File: config.mk
export PLATFORM = sky130hd
export DESIGN_NAME = video_route_mux
export DESIGN_NICKNAME = d
export VERILOG_FILES = /design/src/rtl/vrm_pkg.sv /design/src/rtl/vrm_cfg_regs.sv /design/src/rtl/vrm_flow_ctl.sv /design/src/rtl/vrm_dst_lane.sv /design/src/rtl/video_route_mux.sv
export SDC_FILE = /design/constraint.sdc
export NUM_CORES = 1
export LEC_CHECK = 0
export BUFFER_PORTS_ARGS = -buffer_cell sky130_fd_sc_hd__buf_2
export CAP_MARGIN = 20
export CORE_AREA = 2 2 148 150
export CTS_CLUSTER_SIZE = 30
export DETAILED_ROUTE_END_ITERATION = 10
export DIE_AREA = 0 0 150 152
export GPL_TIMING_DRIVEN = 0
export SETUP_SLACK_MARGIN = 0.5
export SYNTH_ARGS = -nofsm -noshare
export SYNTH_HDL_FRONTEND = slang
export SYNTH_SLANG_ARGS = --single-unit
export TNS_END_PERCENT = 10
File: constraint.sdc
create_clock -name clk -period 3.25 [get_ports clk]
set_clock_uncertainty 0.05 [all_clocks]
set_input_delay 0.1625 -clock clk [delete_from_list [all_inputs] [get_ports clk]]
set_output_delay 0.1625 -clock clk [all_outputs]
set_load 0.02 [all_outputs]
File: src/rtl/vrm_pkg.sv
package vrm_pkg;
   localparam int ADDR_W  = 4;
   localparam int MARK_W  = 5;
   localparam int MAX_DST = 8;
   localparam logic [ADDR_W-1:0] ADDR_ERR   = 4'd8;
   localparam logic [ADDR_W-1:0] ADDR_MASK  = 4'd9;
   localparam logic [ADDR_W-1:0] ADDR_FLUSH = 4'd10;
endpackage

File: src/rtl/vrm_cfg_regs.sv
module vrm_cfg_regs
   import vrm_pkg::*;
#(
   parameter int NUM_DST = 4,
   parameter int SEL_W   = 3,
   parameter int WD_W    = 4
) (
   input  logic                     clk,
   input  logic                     rst_n,
   input  logic                     cfg_idle,
   input  logic                     reg_we,
   input  logic [ADDR_W-1:0]        reg_addr,
   input  logic [WD_W-1:0]          reg_wdata,
   input  logic [NUM_DST-1:0]       err_set,
   output logic [WD_W-1:0]          reg_rdata,
   output logic [NUM_DST*SEL_W-1:0] sel_act,
   output logic [NUM_DST-1:0]       err_q,
   output logic [NUM_DST-1:0]       mask_q,
   output logic [NUM_DST-1:0]       flush_pulse,
   output logic                     irq
);
   logic [SEL_W-1:0] pend_q [NUM_DST];
   logic             wr_err, wr_mask, wr_flush;
   logic [NUM_DST-1:0] clr_bits;

   assign wr_err      = reg_we && (reg_addr == ADDR_ERR);
   assign wr_mask     = reg_we && (reg_addr == ADDR_MASK);
   assign wr_flush    = reg_we && (reg_addr == ADDR_FLUSH);
   assign clr_bits    = wr_err   ? reg_wdata[NUM_DST-1:0] : '0;
   assign flush_pulse = wr_flush ? reg_wdata[NUM_DST-1:0] : '0;

   always_ff @(posedge clk or negedge rst_n) begin
      if (!rst_n) begin
         for (int d = 0; d < NUM_DST; d++) pend_q[d] <= '0;
         sel_act <= '0;
         err_q   <= '0;
         mask_q  <= '0;
      end else begin
         for (int d = 0; d < NUM_DST; d++) begin
            if (reg_we && (reg_addr == ADDR_W'(d)))
               pend_q[d] <= reg_wdata[SEL_W-1:0];
            if (cfg_idle)
               sel_act[d*SEL_W +: SEL_W] <= pend_q[d];
         end
         if (wr_mask) mask_q <= reg_wdata[NUM_DST-1:0];
         // a fresh error outranks a software clear in the same cycle
         err_q <= (err_q & ~clr_bits) | err_set;
      end
   end

   always_comb begin
      reg_rdata = '0;
      for (int d = 0; d < NUM_DST; d++)
         if (reg_addr == ADDR_W'(d)) reg_rdata[SEL_W-1:0] = pend_q[d];
      if (reg_addr == ADDR_ERR)  reg_rdata[NUM_DST-1:0] = err_q;
      if (reg_addr == ADDR_MASK) reg_rdata[NUM_DST-1:0] = mask_q;
   end

   assign irq = |(err_q & mask_q);
endmodule

File: src/rtl/vrm_flow_ctl.sv
module vrm_flow_ctl #(
   parameter int NUM_SRC = 4,
   parameter int NUM_DST = 4,
   parameter int DATA_W  = 16,
   parameter int MARK_W  = 5,
   parameter int SEL_W   = 3,
   parameter logic [NUM_SRC-1:0] STALL_MASK = '1
) (
   input  logic [NUM_DST*SEL_W-1:0]  sel_act,
   input  logic [NUM_SRC-1:0]        src_valid,
   input  logic [NUM_SRC*DATA_W-1:0] src_data,
   input  logic [NUM_SRC*MARK_W-1:0] src_mark,
   input  logic [NUM_DST-1:0]        load_en,
   output logic [NUM_SRC-1:0]        src_ready,
   output logic [NUM_DST-1:0]        conn,
   output logic [NUM_DST-1:0]        xfer,
   output logic [NUM_DST-1:0]        err_set,
   output logic [NUM_DST*DATA_W-1:0] lane_data,
   output logic [NUM_DST*MARK_W-1:0] lane_mark
);
   // per-source ready: capable sources AND the room of every attached lane
   for (genvar s = 0; s < NUM_SRC; s++) begin : g_src
      if (STALL_MASK[s]) begin : g_cap
         logic rdy;
         always_comb begin
            rdy = 1'b1;
            for (int d = 0; d < NUM_DST; d++)
               if (sel_act[d*SEL_W +: SEL_W] == SEL_W'(s + 1) && !load_en[d])
                  rdy = 1'b0;
         end
         assign src_ready[s] = rdy;
      end else begin : g_free
         assign src_ready[s] = 1'b1;
      end
   end

   // per-destination source pick
   always_comb begin
      conn      = '0;
      xfer      = '0;
      err_set   = '0;
      lane_data = '0;
      lane_mark = '0;
      for (int d = 0; d < NUM_DST; d++) begin
         for (int s = 0; s < NUM_SRC; s++) begin
            if (sel_act[d*SEL_W +: SEL_W] == SEL_W'(s + 1)) begin
               conn[d] = 1'b1;
               lane_data[d*DATA_W +: DATA_W] = src_data[s*DATA_W +: DATA_W];
               lane_mark[d*MARK_W +: MARK_W] = src_mark[s*MARK_W +: MARK_W];
               if (STALL_MASK[s]) begin
                  xfer[d] = src_valid[s] && src_ready[s];
               end else begin
                  xfer[d]    = src_valid[s];
                  err_set[d] = src_valid[s] && !load_en[d];
               end
            end
         end
      end
   end
endmodule

File: src/rtl/vrm_dst_lane.sv
module vrm_dst_lane #(
   parameter int DATA_W = 16,
   parameter int MARK_W = 5
) (
   input  logic              clk,
   input  logic              rst_n,
   input  logic              conn,
   input  logic              xfer,
   input  logic              flush,
   input  logic              dst_ready,
   input  logic [DATA_W-1:0] in_data,
   input  logic [MARK_W-1:0] in_mark,
   output logic              load_en,
   output logic              dst_valid,
   output logic [DATA_W-1:0] dst_data,
   output logic [MARK_W-1:0] dst_mark
);
   logic              vld_q;
   logic [DATA_W-1:0] data_q;
   logic [MARK_W-1:0] mark_q;

   assign load_en = !vld_q || dst_ready;

   always_ff @(posedge clk or negedge rst_n) begin
      if (!rst_n) begin
         vld_q  <= 1'b0;
         data_q <= '0;
         mark_q <= '0;
      end else if (flush || !conn) begin
         vld_q <= 1'b0;
      end else if (load_en) begin
         vld_q <= xfer;
         if (xfer) begin
            data_q <= in_data;
            mark_q <= in_mark;
         end
      end
   end

   logic show;
   assign show      = vld_q && conn;
   assign dst_valid = show;
   assign dst_data  = show ? data_q : '0;
   assign dst_mark  = show ? mark_q : '0;
endmodule

File: src/rtl/video_route_mux.sv
module video_route_mux
   import vrm_pkg::*;
#(
   parameter int NUM_SRC = 4,
   parameter int NUM_DST = 4,
   parameter int DATA_W  = 16,
   parameter logic [NUM_SRC-1:0] STALL_MASK = 4'b0011,
   localparam int SEL_W  = $clog2(NUM_SRC + 1),
   localparam int WD_W   = (SEL_W > NUM_DST) ? SEL_W : NUM_DST
) (
   input  logic                      clk,
   input  logic                      rst_n,
   input  logic                      cfg_idle,
   input  logic                      reg_we,
   input  logic [ADDR_W-1:0]         reg_addr,
   input  logic [WD_W-1:0]           reg_wdata,
   output logic [WD_W-1:0]           reg_rdata,
   input  logic [NUM_SRC-1:0]        src_valid,
   output logic [NUM_SRC-1:0]        src_ready,
   input  logic [NUM_SRC*DATA_W-1:0] src_data,
   input  logic [NUM_SRC*MARK_W-1:0] src_mark,
   output logic [NUM_DST-1:0]        dst_valid,
   input  logic [NUM_DST-1:0]        dst_ready,
   output logic [NUM_DST*DATA_W-1:0] dst_data,
   output logic [NUM_DST*MARK_W-1:0] dst_mark,
   output logic                      irq
);
   if (NUM_DST < 1 || NUM_DST > MAX_DST) begin : g_bad_dst
      $error("video_route_mux: NUM_DST must lie in 1..8");
   end
   if (NUM_SRC < 1) begin : g_bad_src
      $error("video_route_mux: NUM_SRC must be at least 1");
   end
   if (DATA_W < 1) begin : g_bad_w
      $error("video_route_mux: DATA_W must be positive");
   end

   logic [NUM_DST*SEL_W-1:0]  sel_act;
   logic [NUM_DST-1:0]        err_q, mask_q, flush_pulse, err_set;
   logic [NUM_DST-1:0]        conn, xfer, load_en;
   logic [NUM_DST*DATA_W-1:0] lane_data;
   logic [NUM_DST*MARK_W-1:0] lane_mark;

   vrm_cfg_regs #(.NUM_DST(NUM_DST), .SEL_W(SEL_W), .WD_W(WD_W)) u_regs (
      .clk(clk), .rst_n(rst_n), .cfg_idle(cfg_idle),
      .reg_we(reg_we), .reg_addr(reg_addr), .reg_wdata(reg_wdata),
      .err_set(err_set), .reg_rdata(reg_rdata), .sel_act(sel_act),
      .err_q(err_q), .mask_q(mask_q), .flush_pulse(flush_pulse), .irq(irq)
   );

   vrm_flow_ctl #(
      .NUM_SRC(NUM_SRC), .NUM_DST(NUM_DST), .DATA_W(DATA_W),
      .MARK_W(MARK_W), .SEL_W(SEL_W), .STALL_MASK(STALL_MASK)
   ) u_flow (
      .sel_act(sel_act), .src_valid(src_valid), .src_data(src_data),
      .src_mark(src_mark), .load_en(load_en), .src_ready(src_ready),
      .conn(conn), .xfer(xfer), .err_set(err_set),
      .lane_data(lane_data), .lane_mark(lane_mark)
   );

   for (genvar d = 0; d < NUM_DST; d++) begin : g_lane
      vrm_dst_lane #(.DATA_W(DATA_W), .MARK_W(MARK_W)) u_lane (
         .clk(clk), .rst_n(rst_n), .conn(conn[d]), .xfer(xfer[d]),
         .flush(flush_pulse[d]), .dst_ready(dst_ready[d]),
         .in_data(lane_data[d*DATA_W +: DATA_W]),
         .in_mark(lane_mark[d*MARK_W +: MARK_W]),
         .load_en(load_en[d]), .dst_valid(dst_valid[d]),
         .dst_data(dst_data[d*DATA_W +: DATA_W]),
         .dst_mark(dst_mark[d*MARK_W +: MARK_W])
      );
   end
endmodule

# Yosys cells after proc, flatten, opt, wreduce, memory -nomap -nowiden
# Index checks and enable logic that the tools add are counted.
dict set report word_totals {
  ff_bits 120
  input_bits 104
  out_inout_bits 97
  word_cells 212
}
dict set report classes {
  eq_ne 22
  n_mux 104
  n_bitwise 8
  reduce_logical 59
}
# operator count
set ops {}
lappend ops {{$mux W16} 20}
lappend ops {{$mux W5} 20}
lappend ops {{$mux W1} 56}
lappend ops {{$logic_and A1 B1 Y1} 29}
lappend ops {{$eq A3 B2 Y1 const B} 8}
lappend ops {{$mux W4} 4}
lappend ops {{$eq A3 B1 Y1 const B} 4}
lappend ops {{$eq A3 B3 Y1 const B} 4}
lappend ops {{$eq A4 B4 Y1 const B} 3}
lappend ops {{$logic_not A1 Y1} 12}
lappend ops {{$mux W3} 4}
lappend ops {{$reduce_and A3 Y1} 4}
lappend ops {{$and A4 B4 Y4} 2}
lappend ops {{$eq A4 B2 Y1 const B} 2}
lappend ops {{$logic_or A1 B1 Y1} 8}
lappend ops {{$reduce_bool A2 Y1} 4}
lappend ops {{$eq A4 B1 Y1 const B} 1}
lappend ops {{$logic_not A4 Y1} 1}
lappend ops {{$not A1 Y1} 4}
lappend ops {{$not A4 Y4} 1}
lappend ops {{$or A4 B4 Y4} 1}
lappend ops {{$reduce_or A4 Y1} 1}

# Depth between registers and ports, before layout
# Gate-level depths: netlist of the first run.
dict set report depth {
  depth_word 15
  mapped_depth 8
  ltp_nobuf 6
}

# Cells and area by module
# A second synthesis of the first run with hierarchy kept.
dict set report unflattened {
  hier_cells 802
  hier_area_um2 8226.6
}
# mod instances cells_per_inst area_per_inst_um2 seq_area_each_um2
set by_module_without_submodules {}
lappend by_module_without_submodules {vrm_dst_lane 4 76 1004.7 550.5}
lappend by_module_without_submodules {vrm_flow_ctl 1 369 2698.8 0.0}
lappend by_module_without_submodules {vrm_cfg_regs 1 129 1508.9 800.8}

# Worst setup path before layout of the first run
# Ideal clock, no wire load.
dict set report synth_timing {
  path_kind {reg2reg}
  startpoint {register u_regs.sel_act[10]}
  endpoint {register g_lane[3].u_lane.data_q[0]}
  setup_time_ns 0.125
  t_arrival_ns 2.150
  t_required_ns 3.075
  slack_ns 0.925
  stages_incl_launch_ff 8
  path_buffers 2
  synth_period_minus_slack_ns 2.325
  cell_sequence {dfrtp_1 clkbuf_1 nor3b_4 nor4_4 a221oi_2 a2111oi_4 buf_6 mux2_4}
}
dict set report synth_between {
  elab_chain_len 9
  word_cells_on_any_way 26
  classes_between {eq/ne (4); mux (14); bitwise (1); reduce/logical (7)}
}
# item line
set synth_rtl {}
lappend synth_rtl {{start: declaration} vrm_cfg_regs.sv:16} ;# output logic [NUM_DST*SEL_W-1:0] sel_act,
lappend synth_rtl {{start signal: indexed assignment} vrm_cfg_regs.sv:43} ;# sel_act[d*SEL_W +: SEL_W] <= pend_q[d];
lappend synth_rtl {{$eq A3 B1 Y1} {vrm_flow_ctl.sv:28, vrm_flow_ctl.sv:46}}
lappend synth_rtl {{$logic_and A1 B1 Y1 or $mux W1 (tied branches)} {vrm_flow_ctl.sv:28, vrm_flow_ctl.sv:46}}
lappend synth_rtl {{$mux W1 (on tied branches)} {vrm_flow_ctl.sv:28, vrm_flow_ctl.sv:46}}
lappend synth_rtl {{$logic_and A1 B1 Y1 or $mux W1 (tied branches)} {vrm_flow_ctl.sv:51, vrm_flow_ctl.sv:46}}
lappend synth_rtl {{$mux W1} vrm_flow_ctl.sv:46} ;# if (sel_act[d*SEL_W +: SEL_W] == SEL_W'(s + 1)) begin
lappend synth_rtl {{$mux W1 or $logic_not A1 Y1 (tied branches)} {vrm_flow_ctl.sv:46, vrm_dst_lane.sv:29}}
lappend synth_rtl {{$mux W1 or $logic_or A1 B1 Y1 (tied branches)} {vrm_flow_ctl.sv:46, vrm_dst_lane.sv:29}}
lappend synth_rtl {{$mux W1 or $not A1 Y1 (tied branches)} -}
lappend synth_rtl {{$reduce_and A3 Y1 (no source line)} -}
lappend synth_rtl {{end signal: assignment} vrm_dst_lane.sv:34} ;# data_q <= in_data;
lappend synth_rtl {{end: declaration} vrm_dst_lane.sv:19} ;# logic [DATA_W-1:0] data_q;
# Several ways; a longest one is shown, not always the timed one.
# A chain may end at the register's enable or synchronous reset.

# Worst setup path after layout of the first run
dict set report layout_timing {
  startpoint {register u_regs.sel_act[11]}
  endpoint {register g_lane[0].u_lane.mark_q[2]}
}
dict set report layout_between {
  elab_chain_len 9
  word_cells_on_any_way 13
  classes_between {eq/ne (2); mux (6); reduce/logical (5)}
}
# item line
set layout_rtl {}
lappend layout_rtl {{$eq A3 B1 Y1} vrm_flow_ctl.sv:28} ;# if (sel_act[d*SEL_W +: SEL_W] == SEL_W'(s + 1) && !load_en[d])
lappend layout_rtl {{$logic_and A1 B1 Y1} vrm_flow_ctl.sv:28}
lappend layout_rtl {{$mux W1} vrm_flow_ctl.sv:28}
lappend layout_rtl {{$logic_and A1 B1 Y1} vrm_flow_ctl.sv:51} ;# xfer[d] = src_valid[s] && src_ready[s];
lappend layout_rtl {{$mux W1} vrm_flow_ctl.sv:46}
lappend layout_rtl {{$mux W1 (*) (3 in series)} vrm_flow_ctl.sv:46}
lappend layout_rtl {{$reduce_and A3 Y1 (no source line) (*)} -}
lappend layout_rtl {{end signal: assignment} vrm_dst_lane.sv:35} ;# mark_q <= in_mark;
lappend layout_rtl {{end: declaration} vrm_dst_lane.sv:20} ;# logic [MARK_W-1:0] mark_q;
# Mark *: on every way between the ends. The rest lies on a longest branch, timed or not.

==> results by group, run 1 <==
Critical path
  • Critical path cell sequence: buf_6, or3b_4, nor3b_4, nor4_4, buf_4, o21ai_0, a21o_1, buf_2, mux2_2
  • Reg2reg setup slack: between 0.5 and 0.6 ns
  • RR Startpoint: u_regs.sel_act[11]
  • Worst Path Required: 3.50 ns
  • Crit start category: flop
  • Critical path buffers and inverters: 3
  • Crit-path leading delay family: simple AND/OR/NAND/NOR gates
  • Arr. time, crit path: 3.00 ns
  • CP endpoint kind: flop
  • Crit-path max cell delay: between 0.4 and 0.5 ns
  • CP Class: flop to flop
  • R2R depth: 9
  • Max FO, Critical Path: 10
  • Reg-to-reg endpoint: g_lane[0].u_lane.mark_q[2]
  • CP max stage cell: or3b_4
  • Critical Path Source: u_regs.sel_act[11]

Cells and area
  • Post-Layout Cell Count: 1333
  • Post-route cell area: around 10000 um^2
  • Final net count: roughly 1100
  • Share of cells above drive strength 1: 0.366
  • Fillers: approximately 2100
  • Area grow syn2layout: 25.3%

Job
  • Max-Cap Viols: 0

Global route
  • Largest net degree at the start of global routing: between 70 and 80
  • GR Util All Layers: 0.264
  • Most used routing layer: met2
  • GR Util met2: 0.389
  • Vias in the first global route: 7570
  • Antenna violations before repair: 12
  • Total grt overflow: 0
  • GR Util met1: 0.385
  • Grt met3 use: 0.0414
  • First-pass GRT wire length: 45.7 mm

CTS
  • Maximum root-to-sink buffer count: 2
  • Num Clock Sinks: 120
  • CTS Buf Count: 17
  • Clock-pin slew on the worst setup and hold paths: ~0.05 ns
  • Max H-tree Level: 4
  • Root buffer cell: clkbuf_16
  • Worst skew pair latency: approximately 0.42 ns
  • CTS tree: yes

Timing
  • Slew @ Worst Pin: 0.902 ns
  • Highest Clock Rate: 364 MHz
  • Final Max Slew Viols: 0
  • Relative max-transition margin: 0.399
  • Endpoints failing setup: 0
  • RSZ-0062 raised after global routing: yes
  • Setup TNS: 0 ns
  • Fin crit share: 0.845
  • Fin. Hold Viols: 0
  • Fin crit period: between 2 and 3 ns

Yosys
  • Syn_area_per_cell: roughly 10 um^2
  • Synth Warn #: 0
  • Most common cell in the netlist: dfrtp_1
  • Sequential area share after synthesis: 0.360
  • Post-synth top area share: 0.360
  • Mapped Area: around 8300 um^2
  • Most area-hungry cell type in the Yosys netlist: dfrtp_1
  • Synthesis-stage register bit count: between 100 and 150
  • Library cells used by synthesis: 52
  • Top cells by count, synth: 120 x dfrtp_1, 87 x a22oi_1, 85 x and3_1
  • Fraction of registers with async set/reset: 1.00
  • Largest cells by area after synthesis: dfrtp_1 36%, mux2_2 11%, mux2i_1 10%
  • Synth Flop Type: dfrtp_1
  • Number of synthesized flops with an enable pin: 0
  • Mapped Cells: 807

Route
  • DRC viols: 0
  • Final WL: about 30 mm
  • Via density: roughly 5.8
  • 1st-pass router iterations: 6
  • 1st-iter DRT viols: roughly 550
  • WL per Instance: 22.8 um
  • Post-route ant nets: 0
  • Vias: 7755

Power
  • Leak Pwr: 5.13 nW
  • PwrDens: between 800 and 900 nW/um^2
  • Max IR drop VDD: just under 0.4 mV

Die
  • Die Area: ~23000 um^2
  • Number of I/O pins: 201
  • Starting density of the core: 0.391
  • Die X: around 150 um
  • Die H: 152 um
  • Core area: roughly 21000 um^2
  • Rows: 54

Placed design
  • Dpl cell area: between 9000 and 10000 um^2
  • RePlAce Congestion: around 0.99
  • Hpwl dp: 24.0 mm
  • PortBufs: slightly below 200
  • Placed insts: roughly 1300

Worst hold path
  • Min-delay src: reg_wdata[3]
  • Worst hold endpoint: u_regs.mask_q[3]
  • Class of the worst hold path: primary input to flop
  • Hold path cells: 2

Status
  • Status: complete, no violations
[metrics by stage]
step	worst slack (ns)	hold WS, ns	power [mW]	util
floorplan	0.925	-0.183	5.22	-
global placement	0.385	0.416	6.37	0.453
detailed placement	0.417	0.0972	6.44	0.455
CTS	0.413	0.0239	8.62	0.488
global route	0.382	0.0501	9.10	0.490
finish	0.505	0.0286	8.62	0.490
[timing repair]
item	in CTS	in global routing
setup buffers	2	0
setup endpoints to repair	97	118
hold buffers	2	0
hold endpoints to repair	51	0
gates resized for setup	3	9
pin swaps	1	0
[worst max-delay path by stage]
stage                     cells past startpoint                          end  slack [ns]
after floorplan                               7   g_lane[3].u_lane.data_q[0]        0.92
after global placement                        7   g_lane[3].u_lane.data_q[5]        0.38
after detailed placement                      7  g_lane[3].u_lane.data_q[13]        0.42
after CTS                                     7                 dst_valid[1]        0.41
after global routing                          7                 dst_valid[3]        0.38
final                                         9   g_lane[0].u_lane.mark_q[2]        0.51
[cells in the final DEF (no fill, tap or decap), types with 6 or more instances in the layout]
| cell type | n |
|---|---|
| and2_1 | 8 |
| clkbuf_1 | 54 |
| nor2_1 | 12 |
| and3_1 | 85 |
| mux2_4 | 26 |
| dfrtp_1 | 120 |
| o22ai_1 | 84 |
| diode_2 | 13 |
| buf_1 | 8 |
| nand2b_1 | 14 |
| nand3_1 | 10 |
| buf_2 | 204 |
| mux2_2 | 83 |
| bufinv_16 | 6 |
| buf_4 | 10 |
| a22oi_1 | 87 |
| nor2b_1 | 12 |
| nand2_1 | 18 |
| clkbuf_16 | 17 |
| buf_6 | 6 |
| o21ai_0 | 12 |
| mux2i_1 | 84 |
[flip-flops by register name, indices dropped and copies added, names as in the netlist]
name                  cells
g_lane.u_lane.data_q     64
g_lane.u_lane.mark_q     20
g_lane.u_lane.vld_q       4
u_regs.err_q              4
u_regs.mask_q             4
u_regs.pend_q            12
u_regs.sel_act           12
[cell families (layout without fill, tap and decap cells)]
kind of cell	Yosys count	in the layout	synth area share
flip-flops	120	120	0.360
buffers and inverters	92	324	0.0510
XOR/XNOR	4	4	0.00420
AND/OR/NAND/NOR	179	179	0.132
AO/OA/AOI/OAI	213	213	0.183
multiplexers	198	198	0.270
other	1	15	0.000449
[routing by layer]
| metal | part of all wire | up-vias |
|---|---|---|
| met5 | 0 | - |
| met4 | 0.035 | 0 |
| met3 | 0.074 | 58 |
| met2 | 0.44 | 348 |
| met1 | 0.45 | 3777 |
| li1 | - | 3572 |
[layout make-up]
type	instances	area (um^2)	area share
antenna	13	32.5	0.00311
multi-input combinational	596	4930	0.472
timing repair buffer	200	1040	0.0999
clock buffer	19	433	0.0414
clock inverter	13	226	0.0217
sequential	120	3000	0.287
buffer	88	417	0.0399
tap	280	350	0.0335
inverter	4	15.0	0.00144
[where the power goes]
part	internal [mW]	switching (mW)
logic	1.79	2.25
registers	2.08	0.368
clock network	1.43	0.698
total	5.31	3.31
Note: power is estimated with default switching activity, not from simulation.
==> run 2: changes to the inputs <==
--- a/config.mk
+++ b/config.mk
@@ -5,12 +5,13 @@
 export SDC_FILE = /design/constraint.sdc
 export NUM_CORES = 1
 export LEC_CHECK = 0
+export ABC_AREA = 1
 export BUFFER_PORTS_ARGS = -buffer_cell sky130_fd_sc_hd__buf_2
 export CAP_MARGIN = 20
-export CORE_AREA = 2 2 148 150
+export CORE_AREA = 2 2 144 146
 export CTS_CLUSTER_SIZE = 30
 export DETAILED_ROUTE_END_ITERATION = 10
-export DIE_AREA = 0 0 150 152
+export DIE_AREA = 0 0 146 148
 export GPL_TIMING_DRIVEN = 0
 export SETUP_SLACK_MARGIN = 0.5
 export SYNTH_ARGS = -nofsm -noshare
==> constraint.sdc (replaced) <==
create_clock -name clk -period 2.29 [get_ports clk]
set_clock_uncertainty 0.05 [all_clocks]
set_input_delay 0.1145 -clock clk [delete_from_list [all_inputs] [get_ports clk]]
set_output_delay 0.1145 -clock clk [all_outputs]
set_load 0.02 [all_outputs]
==> results by group, run 2 <==
Die
  • Core area: 20000 um^2
  • Rows: 52
  • Number of I/O pins: about 200
  • Die Area: roughly 22000 um^2
  • Starting density of the core: 0.395
  • Die X: around 150 um
  • Die H: about 150 um

Cells and area
  • Largest Register: g_lane.u_lane.data_q
  • Fillers: between 2000 and 2500
  • Final net count: 1577
  • Commonest non-fill, non-tap cell in the layout: nand2_1
  • Commonest cells after routing, fill and taps aside: 295 x nand2_1, 203 x nor2_1, 188 x inv_1, 146 x buf_2, 116 x dfrtp_1
  • Share of cells above drive strength 1: 0.260
  • Regs by FF count: g_lane.u_lane.data_q (64), g_lane.u_lane.mark_q (20)
  • Register area: 3010 um^2
  • Post-route cell area: between 10000 and 15000 um^2
  • Area of the multi-input gates: approximately 4100 um^2
  • Area grow syn2layout: 38.7%
  • Max reg flops: 64

Yosys
  • Largest cells by area after synthesis: dfrtp_1 38%, nand2_1 14%, nor2_1 11%
  • Fraction of registers with async set/reset: 1.00
  • Mapped Cells: approximately 1200
  • Sequential area share after synthesis: 0.380
  • Number of synthesized flops with an enable pin: 0
  • Library cells used by synthesis: 26
  • Top cells by count, synth: 302 x nand2_1, 241 x nor2_1, 197 x inv_1
  • Most common cell in the netlist: nand2_1
  • Mapped Area: between 7000 and 8000 um^2
  • Post-synth top area share: 0.380
  • Synthesis-stage register bit count: 120
  • Synth Flop Type: dfrtp_1
  • Most area-hungry cell type in the Yosys netlist: dfrtp_1
  • Synth Warn #: 0
  • Syn_area_per_cell: ~6.5 um^2

Placed design
  • Hpwl dp: ~24 mm
  • Dpl cell area: 9280 um^2
  • RePlAce Congestion: 0.940
  • PortBufs: 198

Power
  • Leak Pwr: approximately 5.4 nW
  • Switch Pwr: roughly 4.2 mW
  • Clock power share: 0.283
  • Reg power frac: 0.324
  • Comb pwr share: 0.393
  • Total Power: about 10 mW
  • Max IR drop VDD: roughly 0.57 mV
  • PwrDens: ~950 nW/um^2
  • Internal power: approximately 6.2 mW
  • Net switching share of the total power: 0.402

Global route
  • GR Util All Layers: 0.295
  • First-pass GRT wire length: just under 50 mm
  • Total grt overflow: 0
  • Antenna violations before repair: 5
  • Vias in the first global route: 8860
  • Largest net degree at the start of global routing: 65

CTS
  • CTS Buf Count: 17
  • Root buffer cell: clkbuf_16
  • Worst skew pair latency: roughly 0.43 ns
  • Clock-pin slew on the worst setup and hold paths: ~0.06 ns
  • CTS tree: yes
  • Max H-tree Level: 4
  • Num Clock Sinks: 120
  • Maximum root-to-sink buffer count: 2

Critical path
  • CP endpoint kind: output port
  • Max FO, Critical Path: 5
  • Crit start category: flop
  • Arr. time, crit path: approximately 2.0 ns
  • Worst Path Required: about 2.1 ns
  • CP Class: flop to output port

Timing
  • Final Max Slew Viols: 0
  • RSZ-0062 raised after global routing: yes
  • Endpoints failing setup: 0
  • Fin crit share: 0.932
  • Fin. Hold Viols: 0
  • Slew @ Worst Pin: approximately 0.62 ns
  • Relative max-transition margin: 0.590
  • Worst hold slack: 0.0259 ns
  • Fin crit period: between 2 and 2.5 ns
  • Highest Clock Rate: about 470 MHz

Route
  • Via density: 5.22
  • WL per Instance: between 15 and 20 um
  • DRC viols: 0
  • Final WL: approximately 32 mm
  • Post-route ant nets: 0
  • 1st-iter DRT viols: ~870
  • Vias: about 9200
  • 1st-pass router iterations: 5

Job
  • Max-Cap Viols: 0

Status
  • Status: complete, no violations

Worst hold path
  • Class of the worst hold path: primary input to flop
-- run 2: cell types whose count changed in the layout (fill, tap and decap cells not counted), sizes merged, moves of 85 or more --
cell	before	now
a22oi	87	0
and3	85	0
inv	4	210
mux2	111	0
nand2	18	307
nor2	12	248
o21ai	12	109
-- run 2: layer usage --
metal,share of wire,track usage
met1,0.41,0.376
met2,0.48,0.508
met3,0.076,0.0611
met4,0.030,0.0908
met5,0.00084,0
-- run 2: what timing repair did --
action	in CTS	in global routing
hold buffers	11	0
gates resized for setup	161	57
pin swaps	15	12
endpoints found under the setup margin	165	182
cloned	3	0
setup buffers	19	10
hold endpoints to repair	73	0
-- run 2: power by group through the flow --
| stage | clock [mW] | sequential [mW] | combinational, mW |
|---|---|---|---|
| CTS | 2.97 | 3.37 | 3.89 |
| finish | 2.95 | 3.38 | 4.10 |
| global route | 3.07 | 3.47 | 4.56 |
| detailed placement | 0 | 3.39 | 3.46 |
| global placement | 0 | 3.37 | 3.41 |
| floorplan | 0 | 3.26 | 2.41 |
-- run 2: worst paths after layout --
kind	startpoint	to	slack (ns)	cells past startpoint
max	u_regs.sel_act[3]	dst_data[28]	0.16	10
min	src_data[19]	g_lane[2].u_lane.data_q[3]	0.03	5
max reg2reg	u_regs.sel_act[2]	g_lane[1].u_lane.data_q[0]	0.26	10
min reg2reg	g_lane[2].u_lane.data_q[3]	g_lane[2].u_lane.data_q[3]	0.42	2
max in group asynchronous	rst_n	u_regs.sel_act[2]	1.25	3
min in group asynchronous	rst_n	g_lane[2].u_lane.data_q[5]	0.19	2
-- run 2: kinds of logic (layout without fill, tap and decap cells) --
logic type / count (synthesis) / count (layout) / share of synthesized area
buffers and inverters: 276 / 550 / 0.142
other: 1 / 7 / 0.000474
flip-flops: 120 / 120 / 0.380
AND/OR/NAND/NOR: 604 / 604 / 0.301
AO/OA/AOI/OAI: 210 / 210 / 0.176
-- run 2: stage by stage --
step,worst slack (ns),cells,setup TNS (ns),utilization
floorplan,0.623,1212,0,-
global placement,-0.607,1680,-71.84,0.461
global route,0.0791,1756,0,0.547
CTS,0.129,1746,0,0.536
detailed placement,0.0886,1681,0,0.463
finish,0.156,1761,0,0.548
-- run 2: final cells by class --
type                            instances  share of cell area
Antenna cell                            5             0.00114
Multi-Input combinational cell        816               0.374
Sequential cell                       120               0.274
Tap cell                              270              0.0308
Timing Repair Buffer                  242               0.150
Buffer                                 68              0.0404
Clock inverter                         14              0.0180
Clock buffer                           18              0.0400
Inverter                              208              0.0716
-- run 2: worst max-delay path, cell delays in order (launching register included) --
cell	delay (ns)
dfrtp_1	0.38
inv_2	0.09
nor2_2	0.10
nand2_1	0.08
nand4_1	0.19
inv_2	0.07
nor2_4	0.13
inv_4	0.09
clkbuf_16	0.17
nor2_1	0.08
buf_4	0.14
==> run 3: changes to the inputs <==
--- a/config.mk
+++ b/config.mk
@@ -13,6 +13,7 @@
 export DETAILED_ROUTE_END_ITERATION = 10
 export DIE_AREA = 0 0 146 148
 export GPL_TIMING_DRIVEN = 0
+export PLACE_DENSITY = 0.62
 export SETUP_SLACK_MARGIN = 0.5
 export SYNTH_ARGS = -nofsm -noshare
 export SYNTH_HDL_FRONTEND = slang
==> results by group, run 3 (synthesis results as in run 2) <==
Timing
  • Endpoints failing setup: 0
  • Worst hold slack: 0.00403 ns
  • RSZ-0062 raised after global routing: yes
  • Highest Clock Rate: between 400 and 500 MHz
  • Fin. Hold Viols: 0
  • Final Max Slew Viols: 0
  • Setup ws final: around 0.13 ns
  • Relative max-transition margin: 0.569
  • Slew @ Worst Pin: between 0.6 and 0.7 ns
  • Fin crit share: 0.944
  • Fin crit period: ~2.2 ns

Die
  • Starting density of the core: 0.395
  • Die X: 146 um
  • Rows: 52
  • Core area: roughly 20000 um^2
  • Number of I/O pins: ~200
  • Die Area: 21600 um^2
  • Die H: roughly 150 um

Power
  • Max IR drop VDD: 0.503 mV
  • PwrDens: around 930 nW/um^2
  • Leak Pwr: 5.43 nW

Critical path
  • CP max stage cell: dfrtp_2
  • Crit-path leading delay family: simple AND/OR/NAND/NOR gates
  • CP Class: flop to output port
  • Critical path cell sequence: nor2_4, nand2_4, nand4_1, inv_2, nor2_4, inv_4, clkbuf_16, nor2_1, buf_2
  • Crit-path max cell delay: 0.45 ns
  • Worst Path Required: between 2 and 2.5 ns
  • Max FO, Critical Path: 5
  • Reg2reg setup slack: ~0.29 ns
  • CP endpoint kind: output port
  • Arr. time, crit path: 2.00 ns
  • Critical path buffers and inverters: 4
  • CP dominant cell by count: nor2_4
  • Crit start category: flop

Cells and area
  • Fillers: 1943
  • Max reg flops: 64
  • Finished Core Util: 0.562
  • Final net count: approximately 1600
  • Commonest cells after routing, fill and taps aside: 295 x nand2_1, 188 x inv_1, 182 x nor2_1, 142 x buf_2, 115 x dfrtp_1
  • Post-route cell area: about 11000 um^2
  • Largest Register: g_lane.u_lane.data_q
  • Area grow syn2layout: 42.4%
  • Regs by FF count: g_lane.u_lane.data_q (64), g_lane.u_lane.mark_q (20)
  • Commonest non-fill, non-tap cell in the layout: nand2_1
  • Share of cells above drive strength 1: 0.274

Worst hold path
  • Class of the worst hold path: primary input to flop

CTS
  • CTS Buf Count: 17
  • Num Clock Sinks: between 100 and 150
  • Maximum root-to-sink buffer count: 2
  • Max H-tree Level: 4
  • Clock-pin slew on the worst setup and hold paths: approximately 0.05 ns
  • Worst skew pair latency: approximately 0.43 ns
  • Root buffer cell: clkbuf_16
  • CTS tree: yes

Route
  • 1st-pass router iterations: 7
  • Via density: 5.26
  • Post-route ant nets: 0
  • 1st-iter DRT viols: between 700 and 800
  • Final WL: 32.3 mm
  • Vias: between 9000 and 10000
  • WL per Instance: 18.4 um
  • DRC viols: 0

Global route
  • First-pass GRT wire length: about 48 mm
  • Antenna violations before repair: 5
  • GR Util All Layers: 0.292
  • Total grt overflow: 0
  • Vias in the first global route: roughly 9000
  • Largest net degree at the start of global routing: between 70 and 80

Placed design
  • DP Worst Slack: about 0.1 ns
  • RePlAce Congestion: around 0.96
  • Hpwl dp: between 20 and 25 mm
  • PortBufs: 198
  • Dpl cell area: approximately 9000 um^2

Status
  • Status: complete, no violations

Job
  • Max-Cap Viols: 0
run 3: timing repair:
action,4_1_cts,5_1_grt
resized for setup,203,93
cloned,5,1
hold buffers,9,0
endpoints found under the hold margin,64,0
pin swaps,15,10
setup buffers,20,6
setup endpoints to repair,174,183
run 3: metrics by stage:
stage                     instances  setup TNS [ns]  power, mW
after floorplan                1212               0       5.66
after global placement         1680          -66.81       6.78
after detailed placement       1681               0       6.83
after CTS                      1747               0       10.2
after global routing           1754               0       11.1
final                          1757               0       10.5
run 3: worst paths after layout:
kind / start / end / depth (start not counted)
setup / recovery: u_regs.sel_act[5] / dst_data[25] / 9
hold / removal: dst_ready[1] / u_regs.err_q[1] / 4
setup reg to reg: u_regs.sel_act[5] / g_lane[3].u_lane.vld_q / 12
hold reg to reg: g_lane[2].u_lane.data_q[4] / g_lane[2].u_lane.data_q[4] / 2
max in group asynchronous: rst_n / u_regs.err_q[3] / 3
min in group asynchronous: rst_n / g_lane[0].u_lane.data_q[3] / 2
run 3: area by class of cell:
type | count | area [um^2] | share of cell area
antenna | 3 | 7.51 | 0.000666
timing repair buffer | 240 | 1760 | 0.156
sequential | 120 | 3010 | 0.267
buffer | 68 | 482 | 0.0428
clock buffer | 21 | 460 | 0.0409
clock inverter | 11 | 148 | 0.0131
multi-input combinational | 816 | 4270 | 0.379
tap | 270 | 338 | 0.0300
inverter | 208 | 791 | 0.0702
run 3: routing by layer:
layer	share of wire	vias up	global-route usage
met1	0.40	4317	0.371
met4	0.040	6	0.129
met5	0.0015	-	0
met2	0.47	458	0.483
li1	-	4375	-
met3	0.084	88	0.0608
run 3: power breakdown:
part	switching (mW)	internal, mW
combinational	2.76	1.53
clock	1.02	1.76
sequential	0.468	2.92
total	4.25	6.21
run 3: worst reg2reg max path, delay by kind of cell (launching register included):
family / cells / cell delay (ns)
compound gates: 2 / 0.24
buf+inv: 3 / 0.46
flops: 1 / 0.45
simple gates: 7 / 0.67
